File: src/rtl/cfg_gw_pkg.sv
package cfg_gw_pkg;
  localparam logic [7:0] OFS_CTRL = 8'h04;
  localparam logic [7:0] OFS_ADDR = 8'h10;
  localparam logic [7:0] OFS_DATA = 8'h14;

  localparam int ADDR_W   = 30;
  localparam int FLAG_BIT = 31;
  localparam int SYND_BIT = 30;
  localparam int SIZEV_BIT = 28;
  localparam logic [2:0] STATUS_OK = 3'b001;

  function automatic logic [31:0] pack_ctrl(input logic ok, input logic [15:0] space);
    pack_ctrl = ok ? {STATUS_OK, 1'b1, 12'h000, space} : {16'h0000, space};
  endfunction

  function automatic logic [31:0] pack_addr(input logic flag, input logic synd,
                                            input logic [ADDR_W-1:0] a);
    pack_addr = {flag, synd, a};
  endfunction
endpackage

File: src/rtl/gw_word_mem.sv
module gw_word_mem #(
  parameter int WORDS = 16,
  parameter int WA_W  = 28
) (
  input  logic            clk,
  input  logic            rst_n,
  input  logic            wr_en,
  input  logic [WA_W-1:0] word_addr,
  input  logic [31:0]     wdata,
  output logic [31:0]     rdata
);
  localparam int IW = (WORDS > 1) ? $clog2(WORDS) : 1;

  logic [31:0] store [WORDS];
  logic [IW-1:0] idx;

  assign idx   = word_addr[IW-1:0];
  assign rdata = store[idx];

  always_ff @(posedge clk) begin
    if (!rst_n) begin
      for (int i = 0; i < WORDS; i++) store[i] <= '0;
    end else if (wr_en) begin
      store[idx] <= wdata;
    end
  end
endmodule

File: src/rtl/gw_space_bank.sv
module gw_space_bank
  import cfg_gw_pkg::*;
#(
  parameter int LAT        = 4,
  parameter int SCAN_ID    = 7,
  parameter int SCAN_WORDS = 16,
  parameter int AUX_ID     = 2,
  parameter int AUX_WORDS  = 8
) (
  input  logic              clk,
  input  logic              rst_n,
  input  logic [15:0]       space_i,
  output logic              space_ok,
  output logic [ADDR_W-1:0] space_max,
  input  logic              start,
  input  logic              start_we,
  input  logic [ADDR_W-3:0] start_word,
  input  logic [31:0]       wdata,
  output logic              done,
  output logic              hit,
  output logic [31:0]       rdata
);
  localparam int NSP  = 2;
  localparam int WA_W = ADDR_W - 2;
  localparam int CW   = $clog2(LAT + 1);

  logic [NSP-1:0]    cur_sel, in_rng, txn_sel_q;
  logic [ADDR_W-1:0] max_arr [NSP];
  logic [31:0]       rd_arr  [NSP];
  logic [CW-1:0]     cnt_q;
  logic              txn_we_q, txn_hit_q;
  logic [WA_W-1:0]   txn_word_q;

  genvar gi;
  generate
    for (gi = 0; gi < NSP; gi++) begin : g_space
      localparam int ID    = (gi == 0) ? SCAN_ID : AUX_ID;
      localparam int WORDS = (gi == 0) ? SCAN_WORDS : AUX_WORDS;
      assign cur_sel[gi] = (space_i == 16'(ID));
      assign in_rng[gi]  = (start_word < WA_W'(WORDS));
      assign max_arr[gi] = ADDR_W'((WORDS - 1) * 4);
      gw_word_mem #(.WORDS(WORDS), .WA_W(WA_W)) u_mem (
        .clk       (clk),
        .rst_n     (rst_n),
        .wr_en     (done && txn_we_q && txn_hit_q && txn_sel_q[gi]),
        .word_addr (txn_word_q),
        .wdata     (wdata),
        .rdata     (rd_arr[gi])
      );
    end
  endgenerate

  always_comb begin
    space_ok  = |cur_sel;
    space_max = '0;
    rdata     = '0;
    for (int i = 0; i < NSP; i++) begin
      if (cur_sel[i])   space_max = max_arr[i];
      if (txn_sel_q[i]) rdata     = rd_arr[i];
    end
  end

  assign done = (cnt_q == CW'(1));
  assign hit  = txn_hit_q;

  always_ff @(posedge clk) begin
    if (!rst_n) begin
      cnt_q      <= '0;
      txn_we_q   <= 1'b0;
      txn_hit_q  <= 1'b0;
      txn_sel_q  <= '0;
      txn_word_q <= '0;
    end else if (start) begin
      cnt_q      <= CW'(LAT);
      txn_we_q   <= start_we;
      txn_hit_q  <= |(cur_sel & in_rng);
      txn_sel_q  <= cur_sel;
      txn_word_q <= start_word;
    end else if (cnt_q != '0) begin
      cnt_q <= cnt_q - CW'(1);
    end
  end
endmodule

File: src/rtl/cfg_gateway.sv
module cfg_gateway
  import cfg_gw_pkg::*;
#(
  parameter int LAT        = 4,
  parameter int SCAN_ID    = 7,
  parameter int SCAN_WORDS = 16,
  parameter int AUX_ID     = 2,
  parameter int AUX_WORDS  = 8
) (
  input  logic        clk,
  input  logic        rst_n,
  input  logic        req_valid,
  output logic        req_ready,
  input  logic        req_write,
  input  logic [7:0]  req_offset,
  input  logic [31:0] req_wdata,
  output logic        rsp_valid,
  output logic [31:0] rsp_rdata
);
  logic [15:0]       ctrl_space_q;
  logic [ADDR_W-1:0] addr_q;
  logic              flag_q, synd_q, busy_q, txn_we_q;
  logic [31:0]       data_q;

  logic wr_fire, rd_fire, ctrl_wr, addr_wr, data_wr, accept;
  logic [15:0]       look_space;
  logic              space_ok, done, hit;
  logic [ADDR_W-1:0] space_max;
  logic [31:0]       bank_rdata;

  assign req_ready = 1'b1;
  assign wr_fire = req_valid && req_ready && req_write;
  assign rd_fire = req_valid && req_ready && !req_write;
  assign ctrl_wr = wr_fire && !busy_q && (req_offset == OFS_CTRL);
  assign addr_wr = wr_fire && !busy_q && (req_offset == OFS_ADDR);
  assign data_wr = wr_fire && !busy_q && (req_offset == OFS_DATA);
  assign accept  = addr_wr && !req_wdata[SYND_BIT];
  assign look_space = ctrl_wr ? req_wdata[15:0] : ctrl_space_q;

  gw_space_bank #(
    .LAT(LAT), .SCAN_ID(SCAN_ID), .SCAN_WORDS(SCAN_WORDS),
    .AUX_ID(AUX_ID), .AUX_WORDS(AUX_WORDS)
  ) u_bank (
    .clk        (clk),
    .rst_n      (rst_n),
    .space_i    (look_space),
    .space_ok   (space_ok),
    .space_max  (space_max),
    .start      (accept),
    .start_we   (req_wdata[FLAG_BIT]),
    .start_word (req_wdata[ADDR_W-1:2]),
    .wdata      (data_q),
    .done       (done),
    .hit        (hit),
    .rdata      (bank_rdata)
  );

  always_ff @(posedge clk) begin
    if (!rst_n) begin
      ctrl_space_q <= '0;
      addr_q       <= '0;
      flag_q       <= 1'b0;
      synd_q       <= 1'b0;
      busy_q       <= 1'b0;
      txn_we_q     <= 1'b0;
      data_q       <= '0;
    end else if (busy_q) begin
      if (done) begin
        busy_q <= 1'b0;
        flag_q <= !txn_we_q;
        synd_q <= !hit;
        if (!txn_we_q) begin
          data_q <= hit ? bank_rdata : 32'h0;
          addr_q <= addr_q + ADDR_W'(4);
        end
      end
    end else if (ctrl_wr) begin
      ctrl_space_q <= req_wdata[15:0];
      addr_q       <= space_ok ? space_max : '0;
      flag_q       <= 1'b0;
      synd_q       <= 1'b0;
    end else if (accept) begin
      addr_q   <= req_wdata[ADDR_W-1:0];
      flag_q   <= req_wdata[FLAG_BIT];
      synd_q   <= 1'b0;
      busy_q   <= 1'b1;
      txn_we_q <= req_wdata[FLAG_BIT];
    end else if (data_wr) begin
      data_q <= req_wdata;
    end
  end

  always_ff @(posedge clk) begin
    if (!rst_n) begin
      rsp_valid <= 1'b0;
      rsp_rdata <= '0;
    end else begin
      rsp_valid <= rd_fire;
      if (rd_fire) begin
        case (req_offset)
          OFS_CTRL: rsp_rdata <= pack_ctrl(space_ok, ctrl_space_q);
          OFS_ADDR: rsp_rdata <= pack_addr(flag_q, synd_q, addr_q);
          OFS_DATA: rsp_rdata <= data_q;
          default:  rsp_rdata <= 32'h0;
        endcase
      end
    end
  end
endmodule

File: config.mk
export PLATFORM = sky130hd
export DESIGN_NAME = cfg_gateway
export DESIGN_NICKNAME = d
export VERILOG_FILES = /design/src/rtl/cfg_gw_pkg.sv /design/src/rtl/gw_word_mem.sv /design/src/rtl/gw_space_bank.sv /design/src/rtl/cfg_gateway.sv
export SDC_FILE = /design/constraint.sdc
export NUM_CORES = 1
export LEC_CHECK = 0
export ABC_AREA = 1
export BUFFER_PORTS_ARGS = -buffer_cell sky130_fd_sc_hd__buf_2
export CAP_MARGIN = 15
export CORE_MARGIN = 4
export CORE_UTILIZATION = 40
export CTS_BUF_LIST = sky130_fd_sc_hd__clkbuf_2 sky130_fd_sc_hd__clkbuf_4 sky130_fd_sc_hd__clkbuf_8
export CTS_CLUSTER_SIZE = 12
export DETAILED_ROUTE_END_ITERATION = 8
export PLACE_DENSITY = 0.66
export REMOVE_ABC_BUFFERS = 1
export SYNTH_ARGS = -nofsm -noshare
export SYNTH_HDL_FRONTEND = slang
export SYNTH_SLANG_ARGS = --single-unit
File: constraint.sdc
create_clock -name clk -period 3.8 [get_ports clk]
set_clock_uncertainty 0.15 [all_clocks]
set_input_delay 0.38 -clock clk [delete_from_list [all_inputs] [get_ports clk]]
set_output_delay 0.38 -clock clk [all_outputs]
set_load 0.01 [all_outputs]
==> impl_metrics.json <==
{
  "rrSetupSlack_ps": 580,
  "cts.sinks": 898,
  "routabilityCongestion": 0.882,
  "syn_area_per_cell_um2": 9.75,
  "layout-drive-gt1-share_pct": 11.4,
  "p_comb_share_pct": 3.3,
  "worst_pin_slew_ps": 1170,
  "netlist-cell-type-count": 43,
  "grt_pass1_wl_um": 193000,
  "synthToLayoutAreaGrowth_pct": 12.3,
  "clkPwrFrac_pct": 41.4,
  "htreeDepth": 4,
  "grt-ovfl-total": 0,
  "p_sw_uw": 4360,
  "synth_top_area_share_pct": 57.5,
  "crit_chain": "nor2_4 -> buf_4 -> inv_2 -> nor3_4 -> dlygate4sd3_1 -> inv_2 -> nand2_2 -> nand2_2 -> buf_4 -> inv_2 -> nand2_1 -> a21oi_1 -> a211oi_2",
  "crit_path_top_delay_cell": "dlygate4sd3_1",
  "crit_arrival_ps": 3730,
  "drt_pass1_iterations": 6,
  "post-cts-setup-buffer-count": 0,
  "finalCriticalPeriod_ps": 3220,
  "crit_path_start_kind": "flop",
  "nFillCells": 9266,
  "wl_um": 130000,
  "grt_max_degree": 145,
  "dieArea_um2": 105000,
  "critPathRequiredTime_ps": 4300,
  "powerDensity_nw_per_um2": 443,
  "ctsHoldBuffers": 46,
  "root_buffer": "clkbuf_8",
  "clockBufferDepth": 3,
  "antenna_found_initial": 1,
  "vdd_drop_max_uv": 284,
  "cpMostUsedCell": "inv_2",
  "critPathBufInv": 6,
  "status": "finished clean",
  "yosys_warnings": 0,
  "io_pins": 78,
  "p_leak_uw": 0.0156,
  "synth_top_cells_by_area": "edfxtp_1 (57%), nor2_1 (10%), dfxtp_1 (6.5%)",
  "drc": 0,
  "core_area_um2": 99000,
  "sequentialPowerShare_pct": 55.3,
  "fin_area_um2": 45100,
  "max_freq_mhz": 310,
  "drt-initial-drc-count": 4264,
  "hold_start": "req_offset[3]",
  "mostFrequentLayoutCells": "nor2_1 (1082), edfxtp_1 (768), nand2_1 (571)",
  "path_class": "reg -> reg",
  "critical-path-top-delay-family": "buffers and inverters",
  "grt_pass1_vias": 30500,
  "synthesis.area_um2": 40100,
  "dpl-instance-area_um2": 41800,
  "final_nets": 4211,
  "hold_class": "in -> reg",
  "min_path_cells": 6,
  "slew_viol_final": 0,
  "antenna_left": 0,
  "min_to": "rsp_rdata[2]$_SDFFE_PN0P_",
  "final.setup.worst_slack_ps": 578,
  "slowest_delay_ps": 650,
  "fin_crit_sh_pct": 84.8,
  "clk_latency_ps": 800,
  "dp_hpwl_um": 73700,
  "die_x_um": 325,
  "critPathMaxFanout": 29,
  "syn-instance-count": 4117,
  "relSlewSlack_pct": 21.7,
  "portBuffers": 76,
  "die_h_um": 325,
  "path_clk_slew_ps": 60,
  "power.internal_uw": 15600,
  "r2r_cells": 13,
  "start_util_pct": 40.5,
  "cts.repair.resized": 0,
  "timing.rr.start": "busy_q$_SDFF_PN0_",
  "hold_violations": 0,
  "grtUsageTotal_pct": 23.9,
  "vias": 32300,
  "via_per_inst": 5.81,
  "cts_tree": "done",
  "mostFrequentLayoutCell": "nor2_1",
  "maxCapViolations": 0,
  "routedWlPerCell_um": 23.3,
  "synth_seq_cells": 898,
  "rows": 115,
  "numCtsBuffers": 147,
  "rr_endpoint": "addr_q[14]$_SDFFE_PN0P_",
  "swShare_pct": 21.9,
  "pre_cts_slack_ps": 1020,
  "synth_seq_area_share_pct": 64.0,
  "synth.largest_area_cell": "edfxtp_1",
  "end_kind": "flop",
  "finalSetupViolations": 0,
  "rsz0062_at_grt": "no"
}
## cell families (layout without fill, tap and decap cells)
group           count (synthesis)  after routing  synth area share [%]
compound gates                834            834                  12.1
other cells                     1              2               0.00935
xor+xnor                        5              5                 0.109
simple gates                 1908           1908                  18.8
buf+inv                       466            620                  4.83
flops                         898            898                  64.0
fa+ha+maj                       5              5                 0.156
## worst max path at each step
| stage | start | to | slack (ps) | cells past startpoint |
|---|---|---|---|---|
| finish | busy_q$_SDFF_PN0_ | addr_q[14]$_SDFFE_PN0P_ | 580 | 13 |
| floorplan | flop | data_q[0]$_SDFFE_PN0P_ | -10110 | 9 |
| CTS | busy_q$_SDFF_PN0_ | addr_q[14]$_SDFFE_PN0P_ | 680 | 13 |
| global placement | u_bank.cnt_q[1]$_SDFFE_PP0P_ | u_bank.g_space[0].u_mem.store[4][3]$_SDFFCE_PN0P_ | 1020 | 9 |
| global route | busy_q$_SDFF_PN0_ | addr_q[10]$_SDFFE_PN0P_ | 400 | 13 |
| detailed placement | flop | data_q[5]$_SDFFE_PN0P_ | 1020 | 8 |
## power groups by stage
stage	Combinational (µW)	Sequential, µW	Clock [µW]
after global routing	707	11100	8770
after global placement	605	11200	0
after detailed placement	617	11200	0
after floorplan	329	11200	0
after CTS	651	11000	8320
final	662	11000	8250
## sequential cells by signal, indices dropped and copies added (netlist names), named ones only
register,flops
u_bank.cnt_q,3
ctrl_space_q,16
u_bank.txn_we_q,1
u_bank.txn_sel_q,2
u_bank.g_space.u_mem.store,768
txn_we_q,1
busy_q,1
rsp_valid,1
addr_q,30
synd_q,1
rsp_rdata,32
flag_q,1
u_bank.txn_word_q,4
u_bank.hit,1
data_q,32
## final cells by class
| class | instances | area, µm² | area share, % |
|---|---|---|---|
| Antenna cell | 1 | 2.50 | 0.00555 |
| Sequential cell | 898 | 25700 | 57.0 |
| Multi-Input combinational cell | 2753 | 12600 | 27.9 |
| Clock buffer | 225 | 2680 | 5.94 |
| Clock inverter | 33 | 140 | 0.311 |
| Timing Repair Buffer | 257 | 1990 | 4.42 |
| Inverter | 105 | 409 | 0.908 |
| Tap cell | 1287 | 1610 | 3.57 |
## cell usage after synthesis
master	number
nor4_1	10
nand4_1	7
buf_1	23
buf_6	9
nor3_4	1
buf_4	9
nor3_1	13
a211oi_1	5
buf_2	61
dfxtp_1	130
clkbuf_2	8
nand3b_1	2
ha_1	5
a221oi_1	1
a221o_1	46
nand2_2	9
nand2_1	578
o211ai_1	16
a21oi_1	191
nor2_2	5
a32o_1	15
inv_2	6
conb_1	1
o311ai_0	1
nor3_2	1
and3_1	1
nor2_4	2
o31ai_1	1
o221ai_1	12
nor2_1	1084
edfxtp_1	768
xor2_1	5
nand3_4	1
a21oi_2	3
o22ai_1	149
o21ai_0	345
a31oi_1	44
clkbuf_1	251
nand3_1	194
clkinv_1	28
inv_1	71
a211oi_2	2
o21ai_1	3
## per-stage QoR
stage	setup TNS [ps]	hold slack, ps	util, %	total power (µW)	cells
final	0	61.9	45.5	19900	5559
after global routing	0	86.0	45.5	20500	5559
after global placement	0	299	42.2	11800	5254
after detailed placement	0	299	42.2	11900	5254
after CTS	0	8.89	45.5	20000	5558
after floorplan	-323370	280	-	11600	3756
## worst reg2reg max path: stages, from the launching register on
cell	delay [ps]
dfxtp_1	350
nor2_4	150
buf_4	280
inv_2	90
nor3_4	210
dlygate4sd3_1	650
inv_2	90
nand2_2	90
nand2_2	50
buf_4	250
inv_2	410
nand2_1	110
a21oi_1	170
a211oi_2	50
## per-layer routing
layer	share of wire, %	wire (µm)	track usage, %	up-vias
met5	0	0	0	-
met4	4.1	5340	10.0	0
met3	11	14800	5.15	287
met2	46	59100	37.4	2012
met1	39	50400	32.2	15600
li1	-	-	-	14400
Note: power is estimated with default switching activity, not from simulation.
